[config.mk]
export PLATFORM = sky130hd
export DESIGN_NAME = spi_seqrd_mem
export DESIGN_NICKNAME = d
export VERILOG_FILES = /design/src/rtl/spi_seqrd_pkg.sv /design/src/rtl/spi_seqrd_sync.sv /design/src/rtl/spi_seqrd_array.sv /design/src/rtl/spi_seqrd_ctrl.sv /design/src/rtl/spi_seqrd_mem.sv
export SDC_FILE = /design/constraint.sdc
export NUM_CORES = 2
export LEC_CHECK = 0
export ABC_AREA = 0
export BUFFER_PORTS_ARGS = -buffer_cell sky130_fd_sc_hd__buf_2
export CORE_MARGIN = 5
export CORE_UTILIZATION = 47
export DETAILED_ROUTE_END_ITERATION = 8
export PLACE_DENSITY_LB_ADDON = 0.3
export SLEW_MARGIN = 20
export SYNTH_ARGS = -nofsm -noshare
export SYNTH_HDL_FRONTEND = slang
export SYNTH_SLANG_ARGS = --single-unit
export TNS_END_PERCENT = 100
[constraint.sdc]
create_clock -name clk -period 3.75 [get_ports clk]
set_input_delay 0 -clock clk [delete_from_list [all_inputs] [get_ports clk]]
set_output_delay 0 -clock clk [all_outputs]
set_load 0.03 [all_outputs]
[src/rtl/spi_seqrd_pkg.sv]
`timescale 1ns/1ps
package spi_seqrd_pkg;
   typedef enum logic [1:0] {
      ST_OPC  = 2'd0,
      ST_ADDR = 2'd1,
      ST_DATA = 2'd2,
      ST_SKIP = 2'd3
   } rd_state_t;

   localparam logic [7:0] RD_OPC_MASK = 8'hF7;
   localparam logic [7:0] RD_OPC_VAL  = 8'h03;
   localparam int unsigned HI_ADDR_POS = 3;
endpackage

[src/rtl/spi_seqrd_sync.sv]
`timescale 1ns/1ps
module spi_seqrd_sync #(
   parameter int unsigned STAGES = 2
) (
   input  logic clk,
   input  logic rst_n,
   input  logic cs_n_i,
   input  logic sck_i,
   input  logic mosi_i,
   output logic cs_act_o,
   output logic sck_rise_o,
   output logic sck_fall_o,
   output logic mosi_o
);
   localparam int unsigned PW = 3;
   localparam logic [PW-1:0] IDLE_VEC = 3'b001;

   logic [PW-1:0] pipe [STAGES];
   logic          sck_q;
   logic [PW-1:0] tail;

   if (STAGES < 1) begin : g_bad_stages
      $error("spi_seqrd_sync: STAGES must be at least 1");
   end

   always_ff @(posedge clk or negedge rst_n) begin
      if (!rst_n) begin
         for (int s = 0; s < STAGES; s++) pipe[s] <= IDLE_VEC;
         sck_q <= 1'b0;
      end else begin
         pipe[0] <= {mosi_i, sck_i, cs_n_i};
         for (int s = 1; s < STAGES; s++) pipe[s] <= pipe[s-1];
         sck_q <= tail[1];
      end
   end

   assign tail       = pipe[STAGES-1];
   assign cs_act_o   = ~tail[0];
   assign sck_rise_o = tail[1] & ~sck_q;
   assign sck_fall_o = ~tail[1] & sck_q;
   assign mosi_o     = tail[2];
endmodule

[src/rtl/spi_seqrd_array.sv]
`timescale 1ns/1ps
module spi_seqrd_array #(
   parameter int unsigned DEPTH = 512,
   parameter int unsigned DW    = 8,
   localparam int unsigned AW   = $clog2(DEPTH)
) (
   input  logic          clk,
   input  logic          wr_en,
   input  logic [AW-1:0] wr_addr,
   input  logic [DW-1:0] wr_data,
   input  logic [AW-1:0] rd_addr,
   output logic [DW-1:0] rd_data
);
   logic [DW-1:0] cells [DEPTH];

   always_ff @(posedge clk) begin
      if (wr_en) cells[wr_addr] <= wr_data;
   end

   assign rd_data = cells[rd_addr];
endmodule

[src/rtl/spi_seqrd_ctrl.sv]
`timescale 1ns/1ps
module spi_seqrd_ctrl
   import spi_seqrd_pkg::*;
#(
   parameter int unsigned MEM_BYTES = 512,
   localparam int unsigned AW       = $clog2(MEM_BYTES)
) (
   input  logic            clk,
   input  logic            rst_n,
   input  logic            cs_act,
   input  logic            sck_rise,
   input  logic            sck_fall,
   input  logic            mosi_s,
   input  logic            wr_busy,
   input  logic [7:0]      rd_data,
   output logic [AW-1:0]   addr_o,
   output rd_state_t       state_o,
   output logic [2:0]      bit_cnt_o,
   output logic            miso_o,
   output logic            miso_oe
);
   rd_state_t     state;
   logic [2:0]    bit_cnt;
   logic [6:0]    shreg;
   logic [7:0]    shift_nxt;
   logic [AW-1:0] addr;
   logic [AW-1:0] start_addr;
   logic [2:0]    bidx;
   logic          miso_q;
   logic          oe_q;
   logic          last_bit;
   logic          opc_match;
   logic          opc_accept;

   assign shift_nxt  = {shreg, mosi_s};
   assign last_bit   = sck_rise && (bit_cnt == 3'd7);
   assign opc_match  = (shift_nxt & RD_OPC_MASK) == RD_OPC_VAL;
   assign opc_accept = cs_act && (state == ST_OPC) && last_bit && opc_match && !wr_busy;

   if (MEM_BYTES == 512) begin : g_addr9
      logic hi_q;
      always_ff @(posedge clk or negedge rst_n) begin
         if (!rst_n)          hi_q <= 1'b0;
         else if (opc_accept) hi_q <= shift_nxt[HI_ADDR_POS];
      end
      assign start_addr = {hi_q, shift_nxt};
   end else begin : g_addr8
      assign start_addr = shift_nxt;
   end

   always_ff @(posedge clk or negedge rst_n) begin
      if (!rst_n) begin
         state   <= ST_OPC;
         bit_cnt <= '0;
         shreg   <= '0;
         addr    <= '0;
         bidx    <= 3'd7;
         miso_q  <= 1'b0;
         oe_q    <= 1'b0;
      end else if (!cs_act) begin
         state   <= ST_OPC;
         bit_cnt <= '0;
         oe_q    <= 1'b0;
      end else begin
         unique case (state)
            ST_OPC: begin
               if (sck_rise) begin
                  shreg   <= shift_nxt[6:0];
                  bit_cnt <= bit_cnt + 3'd1;
                  if (last_bit) state <= opc_accept ? ST_ADDR : ST_SKIP;
               end
            end
            ST_ADDR: begin
               if (sck_rise) begin
                  shreg   <= shift_nxt[6:0];
                  bit_cnt <= bit_cnt + 3'd1;
                  if (last_bit) begin
                     addr  <= start_addr;
                     bidx  <= 3'd7;
                     state <= ST_DATA;
                  end
               end
            end
            ST_DATA: begin
               if (sck_fall) begin
                  miso_q <= rd_data[bidx];
                  oe_q   <= 1'b1;
                  bidx   <= bidx - 3'd1;
                  if (bidx == 3'd0) addr <= addr + 1'b1;
               end
            end
            ST_SKIP: ;
            default: state <= ST_OPC;
         endcase
      end
   end

   assign addr_o    = addr;
   assign state_o   = state;
   assign bit_cnt_o = bit_cnt;
   assign miso_o    = miso_q;
   assign miso_oe   = oe_q;
endmodule

[src/rtl/spi_seqrd_mem.sv]
`timescale 1ns/1ps
module spi_seqrd_mem
   import spi_seqrd_pkg::*;
#(
   parameter int unsigned MEM_BYTES   = 512,
   parameter int unsigned SYNC_STAGES = 2,
   localparam int unsigned AW         = $clog2(MEM_BYTES)
) (
   input  logic          clk,
   input  logic          rst_n,
   input  logic          cs_n,
   input  logic          sck,
   input  logic          mosi,
   input  logic          wr_busy,
   input  logic          pre_we,
   input  logic [AW-1:0] pre_addr,
   input  logic [7:0]    pre_data,
   output logic          miso_o,
   output logic          miso_oe
);
   if (MEM_BYTES != 256 && MEM_BYTES != 512) begin : g_bad_size
      $error("spi_seqrd_mem: MEM_BYTES must be 256 or 512");
   end
   if (SYNC_STAGES < 1) begin : g_bad_sync
      $error("spi_seqrd_mem: SYNC_STAGES must be at least 1");
   end

   logic          cs_act_w;
   logic          sck_rise_w;
   logic          sck_fall_w;
   logic          mosi_w;
   logic [AW-1:0] addr_w;
   logic [7:0]    rd_data_w;
   rd_state_t     st_w;
   logic [2:0]    bit_cnt_w;

   spi_seqrd_sync #(.STAGES(SYNC_STAGES)) u_sync (
      .clk        (clk),
      .rst_n      (rst_n),
      .cs_n_i     (cs_n),
      .sck_i      (sck),
      .mosi_i     (mosi),
      .cs_act_o   (cs_act_w),
      .sck_rise_o (sck_rise_w),
      .sck_fall_o (sck_fall_w),
      .mosi_o     (mosi_w)
   );

   spi_seqrd_array #(.DEPTH(MEM_BYTES), .DW(8)) u_array (
      .clk     (clk),
      .wr_en   (pre_we),
      .wr_addr (pre_addr),
      .wr_data (pre_data),
      .rd_addr (addr_w),
      .rd_data (rd_data_w)
   );

   spi_seqrd_ctrl #(.MEM_BYTES(MEM_BYTES)) u_ctrl (
      .clk       (clk),
      .rst_n     (rst_n),
      .cs_act    (cs_act_w),
      .sck_rise  (sck_rise_w),
      .sck_fall  (sck_fall_w),
      .mosi_s    (mosi_w),
      .wr_busy   (wr_busy),
      .rd_data   (rd_data_w),
      .addr_o    (addr_w),
      .state_o   (st_w),
      .bit_cnt_o (bit_cnt_w),
      .miso_o    (miso_o),
      .miso_oe   (miso_oe)
   );
endmodule

==> results.txt <==
Sink Count - 4,130
Number of nets in the layout - 9,374
Crit-path max FO - 22
Hold EP - u_array.cells[420][6]
Worst reg2reg startpoint - u_ctrl.addr_o[4]
Vias in the first global route - 89,300
Critical Path Sink Type - register
Worst reg2reg path depth - 11
Syn nets - 8,224
Relative max-transition margin - 0.116
Yosys cell types - 78
Post-Syn Area - 0.162 mm²
Seq/Total Area, Yosys - 0.766
Synth top area share - 0.761
CP Class - register to register
CTS Buf Count - 409
Peak Freq - 251 MHz
Tcrit/Tclk final - 1.06
Die height - 596 µm
Antenna Violating Nets Remaining - 0
Hold Fails Final Rpt - 0
Detail Placement HPWL - 340 mm
Synth area leaders - edfxtp_1 (76%), mux4_2 (8.9%), mux2i_1 (5.1%)
Syn avg cell area - 19.7 µm²
Hold wc startpoint - pre_data[6]
Post-layout min period - 3.98 ns
Fill count - 25,600
Layout cells sized above 1 - 0.278
Top cell by count, worst path - o41ai_2
R2R setup slack - -0.23 ns
Syn Inst Count - 8,192
Pwr/cell area - 547 mW/mm²
Reg2reg end - u_ctrl.miso_o
Cell family with most CP delay - simple AND/OR/NAND/NOR gates
Initial antenna violation count - 44
Peak supply drop - 403 µV
Pre-CTS setup slack - -0.655 ns
Worst path max stage delay - 1.08 ns
All-Layer GR Usage - 0.292
MaxCap Viol Count - 0
Final Core Density - 0.558
Syn. warnings - 0
IO Count - 26
# DRC - 0
Std-Cell Rows - 215
Clk Latency, worst-skew pair - 1.00 ns
Gpl congestion - 0.943
Worst setup SP type - register
Drt pass-1 iters - 8
Worst Skew - 0.0967 ns
Ys async rst share - 0.00823
Grt peak-use layer - met2
Core region area - 0.343 mm²
P_leak - 61.3 nW
Fin. max-slew vios - 0
Grt total ovfl - 0
Clock buffer depth - 4
Leading area contributor after synthesis - edfxtp_1
CP startpoint - u_ctrl.addr_o[4]
Layout area overhead - 18.4%
Clock-pin slew on the worst setup and hold paths - 0.06 ns
H-tree depth - 5
Worst Slack Setup Final - -0.228 ns
Synth Register Bits - 4,130
Main synth FF type - edfxtp_1
Final setup viols - 1
Status - finished, violations left
Vias - 93,200
RSZ-0062 raised after global routing - true
IO Port Bufs - 25
Worst hold path depth - 2
Die width - 596 µm
Critical path data arrival time - 4.92 ns
CTS tree - built
Final wirelength - 532 mm
Initial Utilization - 0.472
Met3 Usage GRT - 0.0951
Met2 GRT Util - 0.424
Die area - 0.356 mm²
Pin count of the biggest net entering global routing - 148
Detailed Route Iter0 Violations - 15,000
Number of flops mapped to enable cells by yosys - 4,096
Worst path required time - 4.69 ns
Routed vias/inst - 6.53
Slowest CP cell - nor4_1
First-pass GRT wire length - 724 mm
Hold Crit Class - input port to register
Failing checks - negative setup slack
Routed len/inst - 37.2 µm
M1 GR Usage - 0.394
Worst path bufs/invs - 2
CP Cell Sequence - buf_12 > nor2b_4 > nand2_2 > o22ai_1 > nor4_1 > o41ai_2 > buf_4 > nand4_1 > o211ai_1 > o41ai_2 > a41o_1
Root buf cell - clkbuf_16
Slew @ Worst Pin - 1.33 ns
## stage by stage
step	TNS, ns	power (mW)	instances	instance area (µm²)	hold slack (ns)
final	-0.228	105	14300	191000	0.0942
after global routing	-0.0605	107	14200	191000	0.0613
after CTS	0	104	14200	190000	0.0317
after detailed placement	-0.655	63.2	13400	175000	0.106
after global placement	-0.789	63.1	13400	175000	0.107
after floorplan	0	57.3	8192	162000	-0.296
## registers in the layout, summed over array words and instances (netlist names), 2 cells and up
name and flops:
u_ctrl.bit_cnt_o 3, u_ctrl.addr_o 9, u_sync.tail 3, u_ctrl.shreg 7, u_ctrl.bidx 3, u_array.cells 4096, u_ctrl.state_o 2, u_sync.pipe 3
## cell usage after synthesis, drive strengths merged, types with 31 or more instances
library cell,instances
mux4,654
mux2i,821
edfxtp,4096
a21oi,199
o21ai,72
o22ai,125
a22oi,185
nand3,72
nand4,49
nor4,48
nand2,200
o221ai,154
buf,335
nor3,77
nor2,605
clkbuf,184
a221oi,31
## layer usage
metal | vias to the layer above | share of wire
met1 | 48300 | 0.36
met3 | 1418 | 0.14
met4 | 26 | 0.063
li1 | 36200 | -
met5 | - | 0.00076
met2 | 7240 | 0.44
## cells in the final DEF, fill, tap and decap left out, types with 13 or more instances in the layout
cell type	instances
a21oi_1	190
a221oi_1	24
a22o_1	17
a22oi_1	182
buf_12	165
buf_16	22
buf_2	17
buf_4	966
buf_6	32
buf_8	17
bufinv_16	48
clkbuf_1	68
clkbuf_16	420
clkinv_1	94
clkinv_2	81
clkinvlp_4	20
dfrtp_1	21
diode_2	35
dlygate4sd3_1	26
edfxtp_1	4096
mux2i_1	805
mux4_2	642
nand2_1	182
nand2_4	13
nand3_1	67
nand4_1	49
nor2_1	593
nor2b_1	15
nor3_1	67
nor4_1	27
o21ai_0	52
o21ai_1	14
o221ai_1	134
o221ai_2	19
o22ai_1	114
## final cells by class
| class | count | area [µm²] | share of cell area |
|---|---|---|---|
| Antenna cell | 35 | 87.6 | 0.000458 |
| Clock buffer | 480 | 10600 | 0.0552 |
| Clock inverter | 269 | 2780 | 0.0145 |
| Inverter | 14 | 61.3 | 0.000320 |
| Multi-Input combinational cell | 3529 | 35800 | 0.187 |
| Sequential cell | 4130 | 124000 | 0.647 |
| Tap cell | 4557 | 5700 | 0.0298 |
| Timing Repair Buffer | 1258 | 12500 | 0.0652 |
## power breakdown
part	switching, mW	leakage (nW)	total, mW	internal, mW
clock	17.7	6.49	41.2	23.5
sequential	0.120	37.2	51.0	50.8
combinational	7.70	17.6	12.4	4.73
## how the worst max path moves through the flow
stage                         end  slack, ns  cells past startpoint
finish              u_ctrl.miso_o      -0.23                     11
global route        u_ctrl.miso_o      -0.06                     16
CTS                 u_ctrl.miso_o     0.0004                     15
detailed placement  u_ctrl.miso_o      -0.65                     16
global placement    u_ctrl.miso_o      -0.79                     15
floorplan           u_ctrl.miso_o       0.81                     14
## cell families after synthesis
logic type | after synthesis | synth area share
compound gates | 899 | 0.0387
simple gates | 1136 | 0.0309
xor+xnor | 1 | 0.0000542
flops | 4130 | 0.766
mux | 1485 | 0.143
fa+ha+maj | 8 | 0.000619
buf+inv | 533 | 0.0202
## timing repair
action	in CTS	in global routing
hold buffers	27	0
pin swaps	21	40
buffers inserted	22	58
cloned	9	8
hold endpoints to repair	2794	0
endpoints found under the setup margin	1	1
gates resized for setup	154	127
(Power assumes the default switching activity.)
